===== config.mk =====
export PLATFORM = sky130hd
export DESIGN_NAME = bus_activity_detector
export DESIGN_NICKNAME = d
export VERILOG_FILES = /design/src/rtl/bd_pkg.sv /design/src/rtl/bd_sync.sv /design/src/rtl/bd_qual.sv /design/src/rtl/bd_rx_gate.sv /design/src/rtl/bus_activity_detector.sv
export SDC_FILE = /design/constraint.sdc
export NUM_CORES = 1
export LEC_CHECK = 0
export ABC_AREA = 1
export BUFFER_PORTS_ARGS = -buffer_cell sky130_fd_sc_hd__buf_4
export CORE_ASPECT_RATIO = 1.4
export CORE_UTILIZATION = 48
export DETAILED_ROUTE_END_ITERATION = 8
export HOLD_SLACK_MARGIN = 0.05
export PLACE_DENSITY = 0.68
export SYNTH_ARGS = -nofsm -noshare
export SYNTH_HDL_FRONTEND = slang
export SYNTH_HIERARCHICAL = 1
export SYNTH_SLANG_ARGS = --single-unit

===== constraint.sdc =====
create_clock -name clk -period 0.98 [get_ports clk]
set_input_delay 0.196 -clock clk [delete_from_list [all_inputs] [get_ports clk]]
set_output_delay 0.196 -clock clk [all_outputs]
set_load 0.03 [all_outputs]

===== src/rtl/bd_pkg.sv =====
// Package: shared constants and helpers for the bus activity detector.
// Assumes: all cycle counts given to cnt_width are at least 1.
package bd_pkg;

    // Bit positions inside the synchronised input vector.
    localparam int SIX_ABOVE = 0;
    localparam int SIX_HI    = 1;
    localparam int SIX_LO    = 2;
    localparam int SIX_TXEN  = 3;
    localparam int SIX_BR0   = 4;
    localparam int SIX_BR1   = 5;
    localparam int SYNC_W    = 6;

    // Reset value: comparators quiet, active-low pins released (high).
    localparam logic [SYNC_W-1:0] SYNC_RST = 6'b111000;

    // Counter width able to hold values 0 .. max(a,b)-1.
    function automatic int cnt_width(input int a, input int b);
        int m;
        m = (a > b) ? a : b;
        return (m < 2) ? 1 : $clog2(m);
    endfunction

endpackage


===== src/rtl/bd_sync.sv =====
// Module: bd_sync
// Two-flop synchroniser for a vector of independent asynchronous bits.
// Assumes: bits are unrelated (no multi-bit coherence required).
module bd_sync #(
    parameter int              W       = 1,
    parameter logic [W-1:0]    RST_VAL = '0
) (
    input  logic         clk,
    input  logic         rst_n,
    input  logic [W-1:0] d_async,
    output logic [W-1:0] q_sync
);

    logic [W-1:0] meta_q;
    logic [W-1:0] sync_q;

    // Capture stage then settle stage, both reset to the idle pattern.
    always_ff @(posedge clk) begin
        if (!rst_n) begin
            meta_q <= RST_VAL;
            sync_q <= RST_VAL;
        end else begin
            meta_q <= d_async;
            sync_q <= meta_q;
        end
    end

    assign q_sync = sync_q;

endmodule


===== src/rtl/bd_qual.sv =====
// Module: bd_qual
// Two-state activity qualifier. In idle it counts consecutive cycles with
// cond high and turns active after ACT_CYC of them; in active it counts
// consecutive cycles with cond low and turns idle after IDLE_CYC of them.
// A broken run clears the count. en low forces idle and clears the count.
// Assumes: cond is already synchronous; ACT_CYC and IDLE_CYC are >= 1.
module bd_qual
    import bd_pkg::*;
#(
    parameter int ACT_CYC  = 8,
    parameter int IDLE_CYC = 8
) (
    input  logic clk,
    input  logic rst_n,
    input  logic en,
    input  logic cond,
    output logic active
);

    localparam int            CW        = cnt_width(ACT_CYC, IDLE_CYC);
    localparam logic [CW-1:0] ACT_LAST  = CW'(ACT_CYC - 1);
    localparam logic [CW-1:0] IDLE_LAST = CW'(IDLE_CYC - 1);

    logic [CW-1:0] run_cnt;
    logic          act_q;
    logic          toward;
    logic [CW-1:0] last_val;

    // A cycle counts toward a change when cond disagrees with the state.
    always_comb begin
        toward   = (cond != act_q);
        last_val = act_q ? IDLE_LAST : ACT_LAST;
    end

    // Run counter and state flip on a completed qualification.
    always_ff @(posedge clk) begin
        if (!rst_n) begin
            run_cnt <= '0;
            act_q   <= 1'b0;
        end else if (!en) begin
            run_cnt <= '0;
            act_q   <= 1'b0;
        end else if (toward) begin
            if (run_cnt == last_val) begin
                run_cnt <= '0;
                act_q   <= ~act_q;
            end else begin
                run_cnt <= run_cnt + 1'b1;
            end
        end else begin
            run_cnt <= '0;
        end
    end

    assign active = act_q;

endmodule


===== src/rtl/bd_rx_gate.sv =====
// Module: bd_rx_gate
// Receive-data path: tracks the high/low data thresholds with a hold band
// (neither flag set keeps the last level; both set resolves high) and
// forces the output high whenever the bus is not declared active.
// Assumes: flags are synchronous; en low means outside normal power mode.
module bd_rx_gate (
    input  logic clk,
    input  logic rst_n,
    input  logic en,
    input  logic above_hi,
    input  logic below_lo,
    input  logic bus_active,
    output logic rx_data
);

    logic level_q;

    // Data level register with hold band; returns high outside normal mode.
    always_ff @(posedge clk) begin
        if (!rst_n) begin
            level_q <= 1'b1;
        end else if (!en) begin
            level_q <= 1'b1;
        end else if (above_hi) begin
            level_q <= 1'b1;
        end else if (below_lo) begin
            level_q <= 1'b0;
        end
    end

    // Output gate: idle bus blocks data and reads high.
    always_comb begin
        rx_data = bus_active ? level_q : 1'b1;
    end

endmodule


===== src/rtl/bus_activity_detector.sv =====
// Module: bus_activity_detector (top)
// Synchronises comparator flags and star pins, qualifies bus activity/idle
// into an active-low receive enable with gated receive data, and qualifies
// transmit-enable and branch activity for star topologies.
// Assumes: op_normal and star_mode are synchronous to clk; all cycle
// parameters are >= 1.
module bus_activity_detector
    import bd_pkg::*;
#(
    parameter int BUS_ACT_CYC  = 8,
    parameter int BUS_IDLE_CYC = 12,
    parameter int TX_ACT_CYC   = 4,
    parameter int TX_IDLE_CYC  = 6,
    parameter int BR_ACT_CYC   = 5,
    parameter int BR_IDLE_CYC  = 7
) (
    input  logic       clk,
    input  logic       rst_n,
    input  logic       op_normal,
    input  logic       star_mode,
    input  logic       bus_above_act,
    input  logic       bus_above_hi,
    input  logic       bus_below_lo,
    input  logic       txen_n,
    input  logic [1:0] branch_n,
    output logic       rx_en_n,
    output logic       rx_data,
    output logic       tx_active,
    output logic       branch_active
);

    localparam int STAR_N = 2;
    localparam int STAR_ACT [STAR_N]  = '{TX_ACT_CYC,  BR_ACT_CYC};
    localparam int STAR_IDLE[STAR_N]  = '{TX_IDLE_CYC, BR_IDLE_CYC};

    logic [SYNC_W-1:0] raw_vec;
    logic [SYNC_W-1:0] sync_vec;
    logic              s_above;
    logic              s_hi;
    logic              s_lo;
    logic              s_txen_n;
    logic [1:0]        s_branch_n;
    logic              bus_act;
    logic              star_en;
    logic [STAR_N-1:0] star_cond;
    logic [STAR_N-1:0] star_act;

    // Pack asynchronous inputs into the synchroniser vector.
    always_comb begin
        raw_vec            = '0;
        raw_vec[SIX_ABOVE] = bus_above_act;
        raw_vec[SIX_HI]    = bus_above_hi;
        raw_vec[SIX_LO]    = bus_below_lo;
        raw_vec[SIX_TXEN]  = txen_n;
        raw_vec[SIX_BR0]   = branch_n[0];
        raw_vec[SIX_BR1]   = branch_n[1];
    end

    bd_sync #(
        .W       (SYNC_W),
        .RST_VAL (SYNC_RST)
    ) i_sync (
        .clk     (clk),
        .rst_n   (rst_n),
        .d_async (raw_vec),
        .q_sync  (sync_vec)
    );

    // Unpack synchronised inputs and form the star qualifier conditions.
    always_comb begin
        s_above      = sync_vec[SIX_ABOVE];
        s_hi         = sync_vec[SIX_HI];
        s_lo         = sync_vec[SIX_LO];
        s_txen_n     = sync_vec[SIX_TXEN];
        s_branch_n   = {sync_vec[SIX_BR1], sync_vec[SIX_BR0]};
        star_en      = op_normal & star_mode;
        star_cond[0] = ~s_txen_n;
        star_cond[1] = ~(&s_branch_n);
    end

    bd_qual #(
        .ACT_CYC  (BUS_ACT_CYC),
        .IDLE_CYC (BUS_IDLE_CYC)
    ) i_bus_qual (
        .clk    (clk),
        .rst_n  (rst_n),
        .en     (op_normal),
        .cond   (s_above),
        .active (bus_act)
    );

    bd_rx_gate i_rx_gate (
        .clk        (clk),
        .rst_n      (rst_n),
        .en         (op_normal),
        .above_hi   (s_hi),
        .below_lo   (s_lo),
        .bus_active (bus_act),
        .rx_data    (rx_data)
    );

    // One qualifier per star input group: transmit enable, then branches.
    for (genvar g = 0; g < STAR_N; g++) begin : g_star
        bd_qual #(
            .ACT_CYC  (STAR_ACT[g]),
            .IDLE_CYC (STAR_IDLE[g])
        ) i_star_qual (
            .clk    (clk),
            .rst_n  (rst_n),
            .en     (star_en),
            .cond   (star_cond[g]),
            .active (star_act[g])
        );
    end

    assign rx_en_n       = ~bus_act;
    assign tx_active     = star_act[0];
    assign branch_active = star_act[1];

endmodule


==> flow_summary_export.csv, run 1 <==
group,metric,value,unit
job,drv.max_cap_violation_count,0,
synthesis,syn-instance-count,132,
power,power_per_cell_area,1273,nW/um2
global_route,grt_first_pass_wirelength,2.546,mm
synthesis,synth-async-reset-ratio,0,
die,floorplan.rows,19,
final_layout,layout.cells.most_common,"sky130_fd_sc_hd__nand2_1",
die,die-area,2334,um2
clock_network,clock_tree_from_tritoncts,"yes",
global_route,first_global_vias,734,
power,vdd_drop_max,1.041,mV
power,seq_power_share,0.636,
synthesis,synth_top_flop_cell,"sky130_fd_sc_hd__dfxtp_1",
clock_network,worstSkewPairLatency,0.31,ns
outcome,violations,"setup timing",
final_layout,num_antenna_cells,0,
placed_design,post-dp-hpwl,1.075,mm
placed_design,pre_cts_slack,0.02902,ns
synthesis,ys_top_cells_by_area,"sky130_fd_sc_hd__dfxtp_1 51%, sky130_fd_sc_hd__nand2_1 12%, sky130_fd_sc_hd__inv_1 10%",
sta,unrepaired_setup_endpoints_after_global_routing,"yes",
outcome,outcome,"finished with violations",
synthesis,synth.largest_area_cell,"sky130_fd_sc_hd__dfxtp_1",
sta,timing.final.crit_period,1.069,ns
route,drtAntennaViolNets,0,
die,core,1997,um2
setup_path,timing.critical_path.to,"rx_data",
route,num_vias,781,
synthesis,yosys_warnings,6,
synthesis,post_synth_num_cell_types,16,
route,routed_wirelength,1.526,mm
sta,max_freq,935.1,MHz
setup_path,reg2reg_to,"i_bus_qual/run_cnt[2]",
final_layout,area_growth_syn_to_layout,30.17,%
synthesis,synth_largest_type_area_fraction,0.5061,
placed_design,finalWeightedCongestion,0.7022,
route,detailedRoute.firstIterationViolations,13,
route,drt-pass1-iter-count,4,
setup_path,worstSetupStartpointType,"flop",
setup_path,critical_path.endpoint_type,"output pin",
clock_network,clk_pin_slew_worst_paths,0.13,ns
power,sw_frac_of_total,0.2021,
sta,timing_max_transition_violations_final,0,
setup_path,reg2regPathDepth,7,
setup_path,worstReg2RegStart,"i_bus_qual/active",
sta,timing_worst_slew_pin_value,0.2194,ns
power,static-leakage-power,0.6485,nW
sta,worst_clock_skew,0.006166,ns
setup_path,crit_start,"i_bus_qual/active",
sta,final_min_period_over_clock_period,1.091,
sta,slew_headroom,0.8537,
clock_network,numCtsBuffers,3,
setup_path,cp_max_fo,3,
hold_path,worst_hold_path_type,"input port to flop",
sta,timing.final.hold_violations,0,
synthesis,synth_edf_count,0,
placed_design,port_buffers,13,
global_route,grt_max_degree,15,
clock_network,clkSinkCount,26,
power,power.share.combinational,0.062,
setup_path,reg2reg_slack,-0.04,ns
die,initial_core_util,0.5150,
route,post_drt_wl_per_cell,8.573,um
power,power_frac_clock,0.302,
global_route,grt_use_total,0.1570,
clock_network,cts_buffer_depth,2,
die,chipWidth,41.12,um
final_layout,final_nets,171,
clock_network,clock-root-buffer,"sky130_fd_sc_hd__clkbuf_4",
sta,finalSetupViolations,9,
clock_network,htreeDepth,1,
synthesis,ys_seq_elements,26,
global_route,grt-ovfl-total,0,
power,report.power.total,1.705,mW
synthesis,post_synth_instance_area,1028,um2
setup_path,critical_path_class,"flop to output pin",
route,viasPerCell,4.388,
die,num_io_pins,14,
die,die_y,56.77,um
setup_path,critical_path_at,0.87,ns
global_route,antenna_found_initial,0,
power,p_switching,344.5,uW
final_layout,layout_common_cells,"29 x sky130_fd_sc_hd__nand2_1, 25 x sky130_fd_sc_hd__inv_1, 20 x sky130_fd_sc_hd__dfxtp_1",
sta,setup_ws,-0.08943,ns
synthesis,mapped_nets,145,
synthesis,synth_sequential_area_ratio,0.5061,
route,drc,0,
setup_path,timing.critical_path.required,0.78,ns
synthesis,synthesis.area_per_instance,7.792,um2
sta,setup-tns-final,-0.3761,ns
power,p_int,1.360,mW
final_layout,layout-drive-gt1-share,0.3121,
## metrics by stage
stage | instance area (um2) | hold slack, ns | std cells | utilization
floorplan | 1031 | 0.2808 | 132 | -
global placement | 1151 | 0.3639 | 166 | 0.5764
detailed placement | 1151 | 0.3708 | 166 | 0.5764
CTS | 1287 | 0.1161 | 178 | 0.6447
global route | 1339 | 0.1183 | 178 | 0.6704
finish | 1339 | 0.1220 | 178 | 0.6704
## repair_timing
action	CTS	global route
setup endpoints to repair	5	14
hold buffers	6	0
gates resized for setup	9	18
pin swaps	0	6
endpoints found under the hold margin	6	0
setup buffers	2	0
## critical path: stages (launching register included)
cell                      delay (ns)
sky130_fd_sc_hd__dfxtp_4        0.39
sky130_fd_sc_hd__nand2_2        0.05
sky130_fd_sc_hd__buf_6          0.13
## power groups by stage
stage	registers [mW]	clock network [mW]	logic [mW]
finish	1.08	0.515	0.106
global route	1.09	0.584	0.119
CTS	1.08	0.545	0.103
detailed placement	1.11	0	0.0833
global placement	1.11	0	0.0811
floorplan	1.11	0	0.0468
## cells by family (layout without fill, tap and decap cells)
| family | count (synthesis) | after routing | share of synthesized area |
|---|---|---|---|
| xor+xnor | 6 | 6 | 0.05109 |
| fa+ha+maj | 3 | 3 | 0.03650 |
| flops | 26 | 26 | 0.5061 |
| buf+inv | 31 | 56 | 0.1204 |
| compound gates | 3 | 3 | 0.02068 |
| simple gates | 63 | 63 | 0.2652 |
## final cells by class
cell class	instances	area, um2
repair buffers	22	198.9
flip-flops and latches	26	535.5
multi-input cells	75	429.2
clock buffers	4	36.28
inverters	30	112.6
well taps	21	26.28
fillers	169	658.1
## layer usage
layer | part of all wire | global-route usage
met1 | 0.42 | 0.1497
met2 | 0.54 | 0.2790
met3 | 0.024 | 0.03557
met4 | 0.011 | 0.08295
met5 | 0 | 0
## cells in the mapped netlist (2+ instances only)
cell,number
sky130_fd_sc_hd__a21oi_1,2
sky130_fd_sc_hd__dfxtp_1,26
sky130_fd_sc_hd__ha_1,3
sky130_fd_sc_hd__inv_1,28
sky130_fd_sc_hd__inv_2,2
sky130_fd_sc_hd__nand2_1,34
sky130_fd_sc_hd__nand2_2,3
sky130_fd_sc_hd__nand3_1,5
sky130_fd_sc_hd__nand3_2,2
sky130_fd_sc_hd__nor2_1,17
sky130_fd_sc_hd__xnor2_1,4
sky130_fd_sc_hd__xor2_1,2
## state kept, by name, summed over array words and instances, names as in the netlist
register,flops
g_star.i_star_qual/active,2
g_star.i_star_qual/run_cnt,6
i_bus_qual/active,1
i_bus_qual/run_cnt,4
i_rx_gate/level_q,1
i_sync/meta_q,6
i_sync/q_sync,6
## worst min path at each step
stage                start                to  slack (ns)  cells after the start
6_report             rst_n  i_sync/meta_q[1]        0.12                      3
2_1_floorplan       txen_n  i_sync/meta_q[3]        0.28                      2
3_3_place_gp   branch_n[0]  i_sync/meta_q[4]        0.36                      3
3_5_place_dp        txen_n  i_sync/meta_q[3]        0.37                      3
4_1_cts              rst_n  i_sync/meta_q[1]        0.12                      3
5_1_grt              rst_n  i_sync/q_sync[1]        0.12                      3
(Power assumes the default switching activity.)
==> run 2, diff against run 1 <==
Settings changed: ABC_AREA 1 to default, PLACE_DENSITY 0.68 to 0.69.
==> flow_summary_export.csv, run 2 <==
group,metric,value,unit
setup_path,reg2reg_to,"i_bus_qual/run_cnt[1]",
global_route,antenna_found_initial,0,
final_layout,layout-drive-gt1-share,0.5520,
sta,setup-tns-final,-1.361,ns
hold_path,min_delay_worst_endpoint,"i_sync/meta_q[3]",
route,post_drt_wl_per_cell,12.47,um
power,power.share.combinational,0.057,
power,static-leakage-power,0.5459,nW
synthesis,muxShareOfSynthArea,0,
die,floorplan.rows,19,
clock_network,clk_pin_slew_worst_paths,0.13,ns
synthesis,post_synth_num_cell_types,28,
sta,slew_headroom,0.8240,
outcome,violations,"setup timing",
die,die-area,2277,um2
placed_design,detailed_place.area,1202,um2
global_route,grt_max_degree,16,
power,sw_frac_of_total,0.2034,
placed_design,finalWeightedCongestion,0.7068,
route,drtAntennaViolNets,0,
die,num_io_pins,14,
final_layout,layout.cells.most_common,"sky130_fd_sc_hd__buf_4",
synthesis,syn-instance-count,96,
power,vdd_drop_max,1.096,mV
power,p_int,1.270,mW
job,drv.max_cap_violation_count,0,
power,seq_power_share,0.680,
synthesis,synth_top_flop_cell,"sky130_fd_sc_hd__dfxtp_1",
route,num_vias,777,
final_layout,final_util,0.7134,
hold_path,worst_hold_path_type,"input port to flop",
outcome,outcome,"finished with violations",
final_layout,num_antenna_cells,0,
sta,unrepaired_setup_endpoints_after_global_routing,"yes",
final_layout,instances_no_fill,146,
synthesis,synth-adder-area-share,0.03745,
power,report.power.total,1.595,mW
sta,setup_ws,-0.2659,ns
route,drc,0,
sta,worst_clock_skew,0.002344,ns
global_route,grt-ovfl-total,0,
hold_path,holdPathStages,2,
power,power_per_cell_area,1133,nW/um2
power,p_switching,324.5,uW
setup_path,cp_slowest_cell,"sky130_fd_sc_hd__dfxtp_2",
final_layout,final_design_area_excluding_fillers,1408,um2
synthesis,synth.cells.most_frequent,"26 x sky130_fd_sc_hd__dfxtp_1, 8 x sky130_fd_sc_hd__nand2b_1, 7 x sky130_fd_sc_hd__and2_1",
synthesis,ys_top_cells_by_area,"sky130_fd_sc_hd__dfxtp_1 52%, sky130_fd_sc_hd__nand2b_1 5.0%, sky130_fd_sc_hd__and2_1 4.4%",
hold_path,min_from,"txen_n",
final_layout,layout_common_cells,"20 x sky130_fd_sc_hd__buf_4, 12 x sky130_fd_sc_hd__dfxtp_1, 11 x sky130_fd_sc_hd__dfxtp_2",
synthesis,synth_sequential_area_ratio,0.5194,
clock_network,cts_buffer_depth,2,
synthesis,synth.largest_area_cell,"sky130_fd_sc_hd__dfxtp_1",
synthesis,mapped_nets,109,
synthesis,synthesis.area_per_instance,10.44,um2
synthesis,yosys.cell_count.top_type,"sky130_fd_sc_hd__dfxtp_1",
setup_path,critical_path_at,1.05,ns
die,core,1973,um2
die,chipWidth,40.62,um
clock_network,clock_tree_from_tritoncts,"yes",
synthesis,synth_top_family_by_area,"simple AND/OR/NAND/NOR gates",
sta,timing.final.hold_violations,0,
setup_path,critical_path.endpoint_type,"output pin",
synthesis,ys_seq_elements,26,
setup_path,worstReg2RegStart,"i_bus_qual/active",
placed_design,port_buffers,13,
sta,timing_max_transition_violations_final,0,
route,routed_wirelength,1.820,mm
clock_network,htreeDepth,1,
synthesis,yosys_warnings,6,
global_route,first_global_vias,779,
clock_network,worstSkewPairLatency,0.30,ns
global_route,grt_first_pass_wirelength,2.932,mm
sta,hold_slack,0.06311,ns
setup_path,crit_chain,"buf_6, buf_6, nand2b_4, buf_6",
sta,timing.final.crit_period,1.246,ns
setup_path,reg2reg_slack,-0.19,ns
sta,finalSetupViolations,10,
route,viasPerCell,5.322,
route,detailedRoute.firstIterationViolations,4,
setup_path,timing.critical_path.required,0.78,ns
clock_network,numCtsBuffers,3,
sta,max_freq,802.6,MHz
placed_design,pre_cts_slack,-0.1155,ns
placed_design,placed_cells,139,
setup_path,reg2regPathDepth,3,
sta,timing_worst_slew_pin_value,0.2618,ns
setup_path,crit_path_frequent_cell,"sky130_fd_sc_hd__buf_6",
final_layout,area_growth_syn_to_layout,40.45,%
synthesis,synthXorXnorAreaFrac,0.06991,
setup_path,timing.critical_path.slowest_cell_delay,0.35,ns
placed_design,post-dp-hpwl,1.275,mm
synthesis,complex_gate_fraction_of_the_synthesized_area,0.07116,
clock_network,clock-root-buffer,"sky130_fd_sc_hd__clkbuf_4",
die,initial_core_util,0.5079,
synthesis,synth_largest_type_area_fraction,0.5194,
synthesis,post_synth_instance_area,1002,um2
setup_path,worstSetupStartpointType,"flop",
synthesis,synth_edf_count,0,
die,die_y,56.07,um
synthesis,synth-async-reset-ratio,0,
global_route,grt_use_total,0.1800,
setup_path,critical_path_class,"flop to output pin",
synthesis,synthSimpleGateAreaFrac,0.2759,
power,power_frac_clock,0.263,
final_layout,final_nets,140,
setup_path,cp_max_fo,3,
clock_network,clkSinkCount,26,
sta,final_min_period_over_clock_period,1.271,
route,drt-pass1-iter-count,4,
-- run 2: logic make-up (layout without fill, tap and decap cells) --
logic type      after synthesis  in the layout
compound gates               10             10
xor+xnor                      8              8
fa+ha+maj                     3              3
buf+inv                       6             35
flops                        26             26
simple gates                 43             43
-- run 2: worst max-delay path by stage --
stage	startpoint	end	slack, ns	cells after the start
final	i_bus_qual/active	rx_data	-0.27	4
after floorplan	i_bus_qual/run_cnt[3]	i_bus_qual/run_cnt[1]	-0.07	3
after detailed placement	i_bus_qual/run_cnt[3]	i_bus_qual/run_cnt[3]	-0.12	3
after global routing	i_bus_qual/active	rx_data	-0.31	4
after global placement	i_bus_qual/run_cnt[3]	i_bus_qual/run_cnt[1]	-0.08	3
after CTS	i_bus_qual/active	rx_data	-0.27	4
-- run 2: what timing repair did --
item | CTS | global route
gates resized for setup | 18 | 25
hold buffers | 0 | 0
pin swaps | 7 | 14
endpoints found under the hold margin | 0 | 0
setup endpoints to repair | 13 | 16
setup buffers | 4 | 0
-- run 2: area by class of cell --
type / count / area [um2]
inverter: 5 / 18.77
sequential: 26 / 545.5
timing repair buffer: 27 / 229.0
multi-input combinational: 64 / 565.5
fill: 146 / 565.5
clock buffer: 3 / 22.52
tap: 21 / 26.28
-- run 2: critical path, delay by kind of cell (launching register included) --
family / cells / cell delay [ns]
flip-flops: 1 / 0.35
AND/OR/NAND/NOR: 1 / 0.06
buffers and inverters: 3 / 0.34
-- run 2: routing by layer --
layer | GRT usage | wire, um | vias up | share of wire
li1 | - | - | 380 | -
met1 | 0.1849 | 669 | 382 | 0.37
met2 | 0.3288 | 1099 | 13 | 0.60
met3 | 0.02400 | 33 | 2 | 0.018
met4 | 0.07143 | 18 | 0 | 0.0099
met5 | 0 | 0 | - | 0
-- run 2: power by group through the flow --
stage          clock, mW  combinational (mW)  sequential (mW)
2_1_floorplan          0              0.0406             1.11
3_3_place_gp           0              0.0810             1.11
3_5_place_dp           0              0.0847             1.11
4_1_cts            0.428              0.0889             1.08
5_1_grt            0.481               0.102             1.09
6_report           0.419              0.0913             1.08
